<file path="src/rtl/pkt_tag_mux_pkg.sv">
package pkt_tag_mux_pkg;
    localparam int unsigned DEF_DATA_W  = 128;
    localparam int unsigned DEF_TAG_BIT = 95;

    typedef enum logic {
        SRC_REQ = 1'b0,
        SRC_RPL = 1'b1
    } src_e;
endpackage

</file>
<file path="src/rtl/ptm_oreg.sv">
module ptm_oreg #(
    parameter int unsigned W  = 128,
    parameter bit          EN = 1'b1
) (
    input  logic         clk,
    input  logic         rst,
    input  logic         in_valid,
    output logic         in_ready,
    input  logic [W-1:0] in_data,
    input  logic         in_last,
    output logic         out_valid,
    input  logic         out_ready,
    output logic [W-1:0] out_data,
    output logic         out_last
);
    generate
        if (EN) begin : g_reg
            typedef struct packed {
                logic         m_v;
                logic         m_l;
                logic [W-1:0] m_d;
                logic         s_v;
                logic         s_l;
                logic [W-1:0] s_d;
            } skid_t;

            skid_t st_d, st_q;

            always_comb begin
                st_d     = st_q;
                in_ready = !st_q.s_v;
                if (!st_q.m_v || out_ready) begin
                    if (st_q.s_v) begin
                        st_d.m_v = 1'b1;
                        st_d.m_l = st_q.s_l;
                        st_d.m_d = st_q.s_d;
                        st_d.s_v = 1'b0;
                    end else begin
                        st_d.m_v = in_valid;
                        st_d.m_l = in_last;
                        st_d.m_d = in_data;
                    end
                end else if (in_valid && !st_q.s_v) begin
                    st_d.s_v = 1'b1;
                    st_d.s_l = in_last;
                    st_d.s_d = in_data;
                end
            end

            always_ff @(posedge clk) begin
                if (rst) begin
                    st_q <= '0;
                end else begin
                    st_q <= st_d;
                end
            end

            assign out_valid = st_q.m_v;
            assign out_data  = st_q.m_d;
            assign out_last  = st_q.m_l;
        end else begin : g_thru
            logic unused_thru;
            assign unused_thru = clk ^ rst;
            assign in_ready    = out_ready;
            assign out_valid   = in_valid;
            assign out_data    = in_data;
            assign out_last    = in_last;
        end
    endgenerate
endmodule

</file>
<file path="src/rtl/ptm_merge.sv">
module ptm_merge
    import pkt_tag_mux_pkg::*;
#(
    parameter int unsigned W   = DEF_DATA_W,
    parameter int unsigned TAG = DEF_TAG_BIT
) (
    input  logic         clk,
    input  logic         rst,
    input  logic         rpl_valid,
    output logic         rpl_ready,
    input  logic [W-1:0] rpl_data,
    input  logic         rpl_last,
    input  logic         req_valid,
    output logic         req_ready,
    input  logic [W-1:0] req_data,
    input  logic         req_last,
    output logic         out_valid,
    input  logic         out_ready,
    output logic [W-1:0] out_data,
    output logic         out_last
);
    typedef struct packed {
        logic hdr;
        logic lock;
        src_e src;
    } mst_t;

    mst_t st_d, st_q;
    src_e sel;

    always_comb begin
        st_d = st_q;
        sel  = st_q.lock ? st_q.src : (rpl_valid ? SRC_RPL : SRC_REQ);
        if (sel == SRC_RPL) begin
            out_valid = rpl_valid;
            out_data  = rpl_data;
            out_last  = rpl_last;
            if (st_q.hdr) begin
                out_data[TAG] = 1'b1;
            end
        end else begin
            out_valid = req_valid;
            out_data  = req_data;
            out_last  = req_last;
        end
        rpl_ready = (sel == SRC_RPL) && out_ready;
        req_ready = (sel == SRC_REQ) && out_ready;
        if (out_valid) begin
            st_d.lock = 1'b1;
            st_d.src  = sel;
            if (out_ready) begin
                st_d.hdr  = out_last;
                st_d.lock = !out_last;
            end
        end
    end

    always_ff @(posedge clk) begin
        if (rst) begin
            st_q <= '{hdr: 1'b1, lock: 1'b0, src: SRC_REQ};
        end else begin
            st_q <= st_d;
        end
    end
endmodule

</file>
<file path="src/rtl/ptm_split.sv">
module ptm_split
    import pkt_tag_mux_pkg::*;
#(
    parameter int unsigned W   = DEF_DATA_W,
    parameter int unsigned TAG = DEF_TAG_BIT
) (
    input  logic         clk,
    input  logic         rst,
    input  logic         in_valid,
    output logic         in_ready,
    input  logic [W-1:0] in_data,
    input  logic         in_last,
    output logic         rpl_valid,
    input  logic         rpl_ready,
    output logic         req_valid,
    input  logic         req_ready,
    output logic [W-1:0] out_data,
    output logic         out_last
);
    typedef struct packed {
        logic hdr;
        src_e route;
    } sst_t;

    sst_t st_d, st_q;
    src_e route;

    always_comb begin
        st_d      = st_q;
        route     = st_q.hdr ? src_e'(in_data[TAG]) : st_q.route;
        rpl_valid = in_valid && (route == SRC_RPL);
        req_valid = in_valid && (route == SRC_REQ);
        in_ready  = (route == SRC_RPL) ? rpl_ready : req_ready;
        out_data  = in_data;
        out_last  = in_last;
        if (in_valid && in_ready) begin
            st_d.hdr   = in_last;
            st_d.route = route;
        end
    end

    always_ff @(posedge clk) begin
        if (rst) begin
            st_q <= '{hdr: 1'b1, route: SRC_REQ};
        end else begin
            st_q <= st_d;
        end
    end
endmodule

</file>
<file path="src/rtl/pkt_tag_mux.sv">
module pkt_tag_mux
    import pkt_tag_mux_pkg::*;
#(
    parameter int unsigned DATA_W  = DEF_DATA_W,
    parameter int unsigned TAG_BIT = DEF_TAG_BIT,
    parameter bit          REG_OUT = 1'b1
) (
    input  logic              clk,
    input  logic              rst,
    input  logic              rpl_in_valid,
    output logic              rpl_in_ready,
    input  logic [DATA_W-1:0] rpl_in_data,
    input  logic              rpl_in_last,
    input  logic              req_in_valid,
    output logic              req_in_ready,
    input  logic [DATA_W-1:0] req_in_data,
    input  logic              req_in_last,
    output logic              mo_valid,
    input  logic              mo_ready,
    output logic [DATA_W-1:0] mo_data,
    output logic              mo_last,
    input  logic              mi_valid,
    output logic              mi_ready,
    input  logic [DATA_W-1:0] mi_data,
    input  logic              mi_last,
    output logic              rplo_valid,
    input  logic              rplo_ready,
    output logic [DATA_W-1:0] rplo_data,
    output logic              rplo_last,
    output logic              reqo_valid,
    input  logic              reqo_ready,
    output logic [DATA_W-1:0] reqo_data,
    output logic              reqo_last
);
    localparam int unsigned NSPLIT = 2;

    // merge path
    logic              mg_valid, mg_ready, mg_last;
    logic [DATA_W-1:0] mg_data;

    ptm_merge #(.W(DATA_W), .TAG(TAG_BIT)) u_merge (
        .clk      (clk),
        .rst      (rst),
        .rpl_valid(rpl_in_valid),
        .rpl_ready(rpl_in_ready),
        .rpl_data (rpl_in_data),
        .rpl_last (rpl_in_last),
        .req_valid(req_in_valid),
        .req_ready(req_in_ready),
        .req_data (req_in_data),
        .req_last (req_in_last),
        .out_valid(mg_valid),
        .out_ready(mg_ready),
        .out_data (mg_data),
        .out_last (mg_last)
    );

    ptm_oreg #(.W(DATA_W), .EN(REG_OUT)) u_mo_reg (
        .clk      (clk),
        .rst      (rst),
        .in_valid (mg_valid),
        .in_ready (mg_ready),
        .in_data  (mg_data),
        .in_last  (mg_last),
        .out_valid(mo_valid),
        .out_ready(mo_ready),
        .out_data (mo_data),
        .out_last (mo_last)
    );

    // split path: index 0 = request side, 1 = reply side
    logic              sp_valid [NSPLIT];
    logic              sp_ready [NSPLIT];
    logic              so_valid [NSPLIT];
    logic              so_ready [NSPLIT];
    logic [DATA_W-1:0] so_data  [NSPLIT];
    logic              so_last  [NSPLIT];
    logic [DATA_W-1:0] sp_data;
    logic              sp_last;

    ptm_split #(.W(DATA_W), .TAG(TAG_BIT)) u_split (
        .clk      (clk),
        .rst      (rst),
        .in_valid (mi_valid),
        .in_ready (mi_ready),
        .in_data  (mi_data),
        .in_last  (mi_last),
        .rpl_valid(sp_valid[1]),
        .rpl_ready(sp_ready[1]),
        .req_valid(sp_valid[0]),
        .req_ready(sp_ready[0]),
        .out_data (sp_data),
        .out_last (sp_last)
    );

    generate
        for (genvar i = 0; i < NSPLIT; i++) begin : g_so
            ptm_oreg #(.W(DATA_W), .EN(REG_OUT)) u_reg (
                .clk      (clk),
                .rst      (rst),
                .in_valid (sp_valid[i]),
                .in_ready (sp_ready[i]),
                .in_data  (sp_data),
                .in_last  (sp_last),
                .out_valid(so_valid[i]),
                .out_ready(so_ready[i]),
                .out_data (so_data[i]),
                .out_last (so_last[i])
            );
        end
    endgenerate

    assign so_ready[0] = reqo_ready;
    assign so_ready[1] = rplo_ready;
    assign reqo_valid  = so_valid[0];
    assign reqo_data   = so_data[0];
    assign reqo_last   = so_last[0];
    assign rplo_valid  = so_valid[1];
    assign rplo_data   = so_data[1];
    assign rplo_last   = so_last[1];
endmodule

</file>
<file path="config.mk">
export PLATFORM = sky130hd
export DESIGN_NAME = pkt_tag_mux
export DESIGN_NICKNAME = d
export VERILOG_FILES = /design/src/rtl/pkt_tag_mux_pkg.sv /design/src/rtl/ptm_oreg.sv /design/src/rtl/ptm_merge.sv /design/src/rtl/ptm_split.sv /design/src/rtl/pkt_tag_mux.sv
export SDC_FILE = /design/constraint.sdc
export NUM_CORES = 2
export LEC_CHECK = 0
export ABC_AREA = 1
export BUFFER_PORTS_ARGS = -buffer_cell sky130_fd_sc_hd__buf_2
export CAP_MARGIN = 20
export CORE_AREA = 2 2 308 310
export CTS_BUF_LIST = sky130_fd_sc_hd__clkbuf_16
export CTS_CLUSTER_SIZE = 14
export DETAILED_ROUTE_END_ITERATION = 10
export DIE_AREA = 0 0 310 312
export PLACE_DENSITY = 0.63
export SLEW_MARGIN = 5
export SYNTH_ARGS = -nofsm -noshare
export SYNTH_HDL_FRONTEND = slang
export SYNTH_SLANG_ARGS = --single-unit
</file>
<file path="constraint.sdc">
create_clock -name clk -period 1.6 [get_ports clk]
set_clock_uncertainty 0.1 [all_clocks]
set_input_delay 0.24 -clock clk [delete_from_list [all_inputs] [get_ports clk]]
set_output_delay 0.24 -clock clk [all_outputs]
set_load 0.01 [all_outputs]
</file>
* Word-level counts from Yosys, hierarchy flattened
Cells that the tools add are included.
Cells by class: bitwise logic cells 6, multiply operators 0, $add $sub $neg 0, divide/modulo/power cells 0, shifts and indexed selects 0, multiplexer cells 12, reductions and logical operators 25, equal/unequal tests 0, $lt $le $gt $ge 0
Operators by type and width (count):
- 2-to-1 mux 130 bit | 3
- 2-to-1 mux 128 bit | 1
- logical AND 1 bit | 8
- 2-to-1 mux 1 bit | 8
- AND reduction 2 bit | 4
- logical NOT 1 bit | 7
- inverter 1 bit | 6
- OR reduction 2 bit | 3
- logical OR 1 bit | 3
Storage, ports and cells: output and inout bits 393, memories 0, memory bits (writable) 0, input port bits 395, flip-flop bits (word level) 785, latch bits 0, memory bits (read-only) 0, word-level logic and storage cells 66

* Logic depth before layout (Yosys ltp)
depth after elaboration 5, depth in mapped cells 10

* Hierarchy
From an unflattened synthesis, not the netlist that was laid out.
Second synthesis, totals: cell total of the unflattened synthesis 6050, area, all modules 40991.8 um^2
Modules (own cells, without submodules):
- ptm_oreg | area each 12674.7 um^2, cells an instance 1818, instances 3
- ptm_merge | area each 1841.8 um^2, cells an instance 443, instances 1
- ptm_split | area each 1126.1 um^2, cells an instance 153, instances 1

* Worst setup path before layout
Ideal clock, no wire load.
path kind reg2reg, from reg u_mo_reg.g_reg.st_q (netlist bit u_mo_reg.out_valid), to reg u_mo_reg.g_reg.st_q[119] (netlist name), stages on the path, launching flop included 8, data required time 1390 ps, setup slack 56 ps, arrival 1334 ps, clock period less this slack 1544 ps, cell sequence dfxtp_1 -> inv_1 -> nor2_2 -> clkbuf_1 -> clkbuf_1 -> nand4_1 -> nand2_1 -> nor2_1
Between the ends: longest elaborated chain between the ends 4
Ends and longest elaborated chain:
- start, declared | RTL line ptm_oreg.sv:27 | skid_t st_d, st_q;
- start signal, assigned | RTL line ptm_oreg.sv:54 | st_q <= st_d;
- logical NOT 1 bit | RTL line ptm_oreg.sv:32 | if (!st_q.m_v || out_ready) begin
- logical OR 1 bit | RTL line ptm_oreg.sv:32
- inverter 1 bit (no line)
- AND reduction 2 bit (no line)
No other way between the ends. A chain may end at the register's enable or synchronous reset.

* Worst setup path after layout
from reg u_merge.st_q[1] (netlist name), to out req_in_ready
Between the ends: longest elaborated chain between the ends 3
Ends and longest elaborated chain:
- start, declared | RTL line ptm_merge.sv:28 | mst_t st_d, st_q;
- start signal, assigned | RTL line ptm_merge.sv:60 | st_q <= '{hdr: 1'b1, lock: 1'b0, src: SRC_REQ};
- start signal, assigned | RTL line ptm_merge.sv:62 | st_q <= st_d;
- 2-to-1 mux 1 bit | RTL line ptm_merge.sv:33 | sel = st_q.lock ? st_q.src : (rpl_valid ? SRC_RPL : SRC_REQ);
- inverter 1 bit | RTL line ptm_merge.sv:47 | req_ready = (sel == SRC_REQ) && out_ready;
- logical AND 1 bit | RTL line ptm_merge.sv:47
- end, declared | RTL line pkt_tag_mux.sv:15 | output logic req_in_ready,
No other way between the ends.

==> results.py <==
metrics = {
    "status": {
        "status": "finished with violations",
        "violations": "setup timing",
    },
    "final_layout": {
        "fillers": 8187,
        "stdcell_area_um2": 52100,
        "fin_cells": 7713,
        "layout.nets": 6778,
        "syn2layout_area_growth_pct": 37.4,
        "layout-drive-gt1-share_pct": 24.7,
        "utilization_pct": 56.0,
    },
    "timing": {
        "layout_setup_ws_ns": -0.309,
        "max_freq_mhz": 524,
        "worst_pin_slew_ns": 0.594,
        "slew_headroom_pct": 60.4,
        "hold_viol": 0,
        "finalSetupViolCount": 515,
        "fin_crit_sh_pct": 119,
        "rsz0062_at_grt": "yes",
        "slew_violations": 0,
        "fin_crit_ns": 1.91,
    },
    "placement": {
        "dp.cells": 7066,
        "io_buffer_count": 787,
        "dpl_cell_area_um2": 41400,
        "hpwl_mm": 77.9,
        "place_congestion": 0.826,
    },
    "global_routing": {
        "grt_overflow": 0,
        "grt_max_degree": 103,
        "grt_pass1_vias": 35000,
        "grt.total_usage_pct": 24.6,
        "grt_first_pass_wirelength_mm": 192,
        "antenna_found_initial": 11,
    },
    "power_and_ir_drop": {
        "p_sw_share_pct": 30.2,
        "power.clock.fraction_pct": 37.1,
        "p_switching_mw": 15.4,
        "irDropWorstVdd_v": 0.000819,
        "power_density_nw_per_um2": 981,
        "internal-power_mw": 35.7,
        "p_leak_nw": 25.4,
        "power_frac_seq_pct": 42.2,
        "pwr-share-comb_pct": 20.8,
    },
    "floorplanning": {
        "rows": 112,
        "die_area_um2": 96700,
        "core_area_um2": 93000,
        "start_util_pct": 40.7,
        "die_x_um": 310,
        "die_height_um": 312,
        "ioPinCount": 788,
    },
    "clock_tree": {
        "cts_buffers": 86,
        "cts.clk_slew.worst_paths_ns": 0.06,
        "h-tree-depth": 3,
        "cts_sinks": 785,
        "cts_buffer_depth": 3,
        "clk-insertion-delay-late_ns": 0.65,
        "cts_tree": "yes",
        "cts-root-buf": "clkbuf_16",
    },
    "detailed_routing": {
        "route.detailed.drc": 0,
        "drt-vias-per-instance": 5.13,
        "postRouteAntennaNets": 0,
        "routed_wirelength_mm": 142,
        "vias": 39500,
        "routedWlPerCell_um": 18.5,
        "drt-initial-drc-count": 3599,
        "dr.pass1.iters": 8,
    },
    "logic_synthesis": {
        "yosysTopAreaCellShare_pct": 41.5,
        "netlist_instances": 5637,
        "avgSynthCellArea_um2": 6.73,
        "synth_cell_types": 25,
        "seq_area_frac_synth_pct": 41.5,
        "synth_nets": 6032,
        "synth-seq-cells": 785,
        "yosys.area.top_type": "dfxtp_1",
        "synth_area_leaders": "dfxtp_1 (41%), nand2_1 (18%), buf_4 (7.6%)",
        "synthesis.area_um2": 37900,
        "yosys_warnings": 0,
    },
    "setup_path": {
        "start_kind": "flip-flop",
        "critPathRequiredTime_ns": 1.26,
        "worstPathArrival_ns": 1.57,
        "endpoint_kind": "primary output",
        "cp_max_fo": 4,
        "crit_type": "reg2out",
    },
    "job": {
        "cap_violations": 0,
    },
    "worst_hold_path": {
        "hp-class": "in2reg",
    },
}
-- power by group through the flow --
stage | Sequential, mW | Clock, mW | Combinational (mW)
floorplan | 21.6 | 0 | 5.32
global placement | 21.9 | 0 | 7.36
detailed placement | 21.9 | 0 | 7.42
CTS | 21.5 | 19.2 | 8.59
global route | 21.6 | 20.0 | 11.4
finish | 21.6 | 19.0 | 10.6
-- final timing paths --
kind	from	to	slack (ns)	cells past startpoint
setup reg to reg	u_merge.st_q[1]	u_mo_reg.g_reg.st_q[54]	-0.30	13
hold reg to reg	u_mo_reg.out_data[90]	u_mo_reg.out_data[90]	0.34	2
hold / removal	req_in_data[89]	u_mo_reg.out_data[89]	0.04	6
setup / recovery	u_merge.st_q[1]	req_in_ready	-0.31	6
-- Yosys cell counts, drive strengths merged --
cell	instances
dfxtp	785
clkinv	3
o21ai	392
nor2	397
nand4	132
a21oi	393
o21a	1
nand2	1815
clkbuf	249
a31oi	130
inv	527
nand3	136
nand3b	128
buf	546
nor3	3
-- state kept, by name, summed over array words and instances (netlist names) --
register	flops
g_so.u_reg.out_data	256
u_mo_reg.g_reg.st_q	130
u_merge.st_q	3
g_so.u_reg.g_reg.st_q	260
u_mo_reg.out_last	1
u_mo_reg.out_data	128
u_mo_reg.out_valid	1
u_split.st_q	2
g_so.u_reg.out_valid	2
g_so.u_reg.out_last	2
-- per-stage QoR --
stage	power (mW)	setup slack [ns]	TNS, ns	hold WS (ns)
2_1_floorplan	26.9	0.0559	0	0.274
3_3_place_gp	29.3	-0.235	-11.81	0.332
3_5_place_dp	29.3	-0.264	-18.19	0.334
4_1_cts	49.3	-0.347	-34.77	-0.103
5_1_grt	53.0	-0.382	-108.81	0.0153
6_report	51.1	-0.309	-72.97	0.0421
-- cell usage in the layout (no fill, tap or decap), types with 105 or more instances in the layout --
| cell type | count |
|---|---|
| o21ai_0 | 389 |
| nand2_1 | 1458 |
| nand3_1 | 133 |
| inv_1 | 537 |
| buf_2 | 784 |
| a31oi_1 | 130 |
| buf_12 | 105 |
| a21oi_1 | 389 |
| nand4_1 | 131 |
| nand3b_1 | 128 |
| dlygate4sd3_1 | 388 |
| nor2_1 | 375 |
| nand2_4 | 207 |
| nand2_2 | 147 |
| dfxtp_1 | 774 |
| clkbuf_16 | 121 |
-- cell type report --
class	instances	area (um^2)	share of cell area (%)
multi-input cells	3527	17700	33.9
flip-flops and latches	785	15700	30.2
repair buffers	1453	12400	23.8
clock buffers	86	2150	4.13
inverters	530	2030	3.91
well taps	1254	1570	3.01
clock inverters	65	479	0.920
diodes	13	32.5	0.0625
-- cell families (layout without fill, tap and decap cells) --
family                 Yosys count  count (layout)  synth area share [%]
AO/OA/AOI/OAI                  916             916                  12.5
other                            0              13                     0
buffers and inverters         1325            2134                  17.5
flip-flops                     785             785                  41.5
AND/OR/NAND/NOR               2611            2611                  28.5
-- metal layers --
layer	part of all wire (%)	wire length (um)	track usage (%)	vias up
li1	-	-	-	18900
met1	39	55900	30.6	18300
met2	46	65500	41.0	1946
met3	9.2	13100	4.30	456
met4	5.6	7960	11.5	6
met5	0.030	43	0	-
-- critical path: stages (launching register included) --
cell and delay (ns):
dfxtp_4 0.38, inv_4 0.04, nand2_4 0.10, buf_12 0.13, nand2_8 0.06, nor2_4 0.11
buf_6 0.11
-- what timing repair did --
action,CTS,global route
buffers inserted,9,29
hold endpoints to repair,779,1
gates resized for setup,56,661
pin swaps,6,179
gates cloned,11,47
hold buffers,387,1
setup endpoints to repair,265,542
Note: power is estimated with default switching activity, not from simulation.
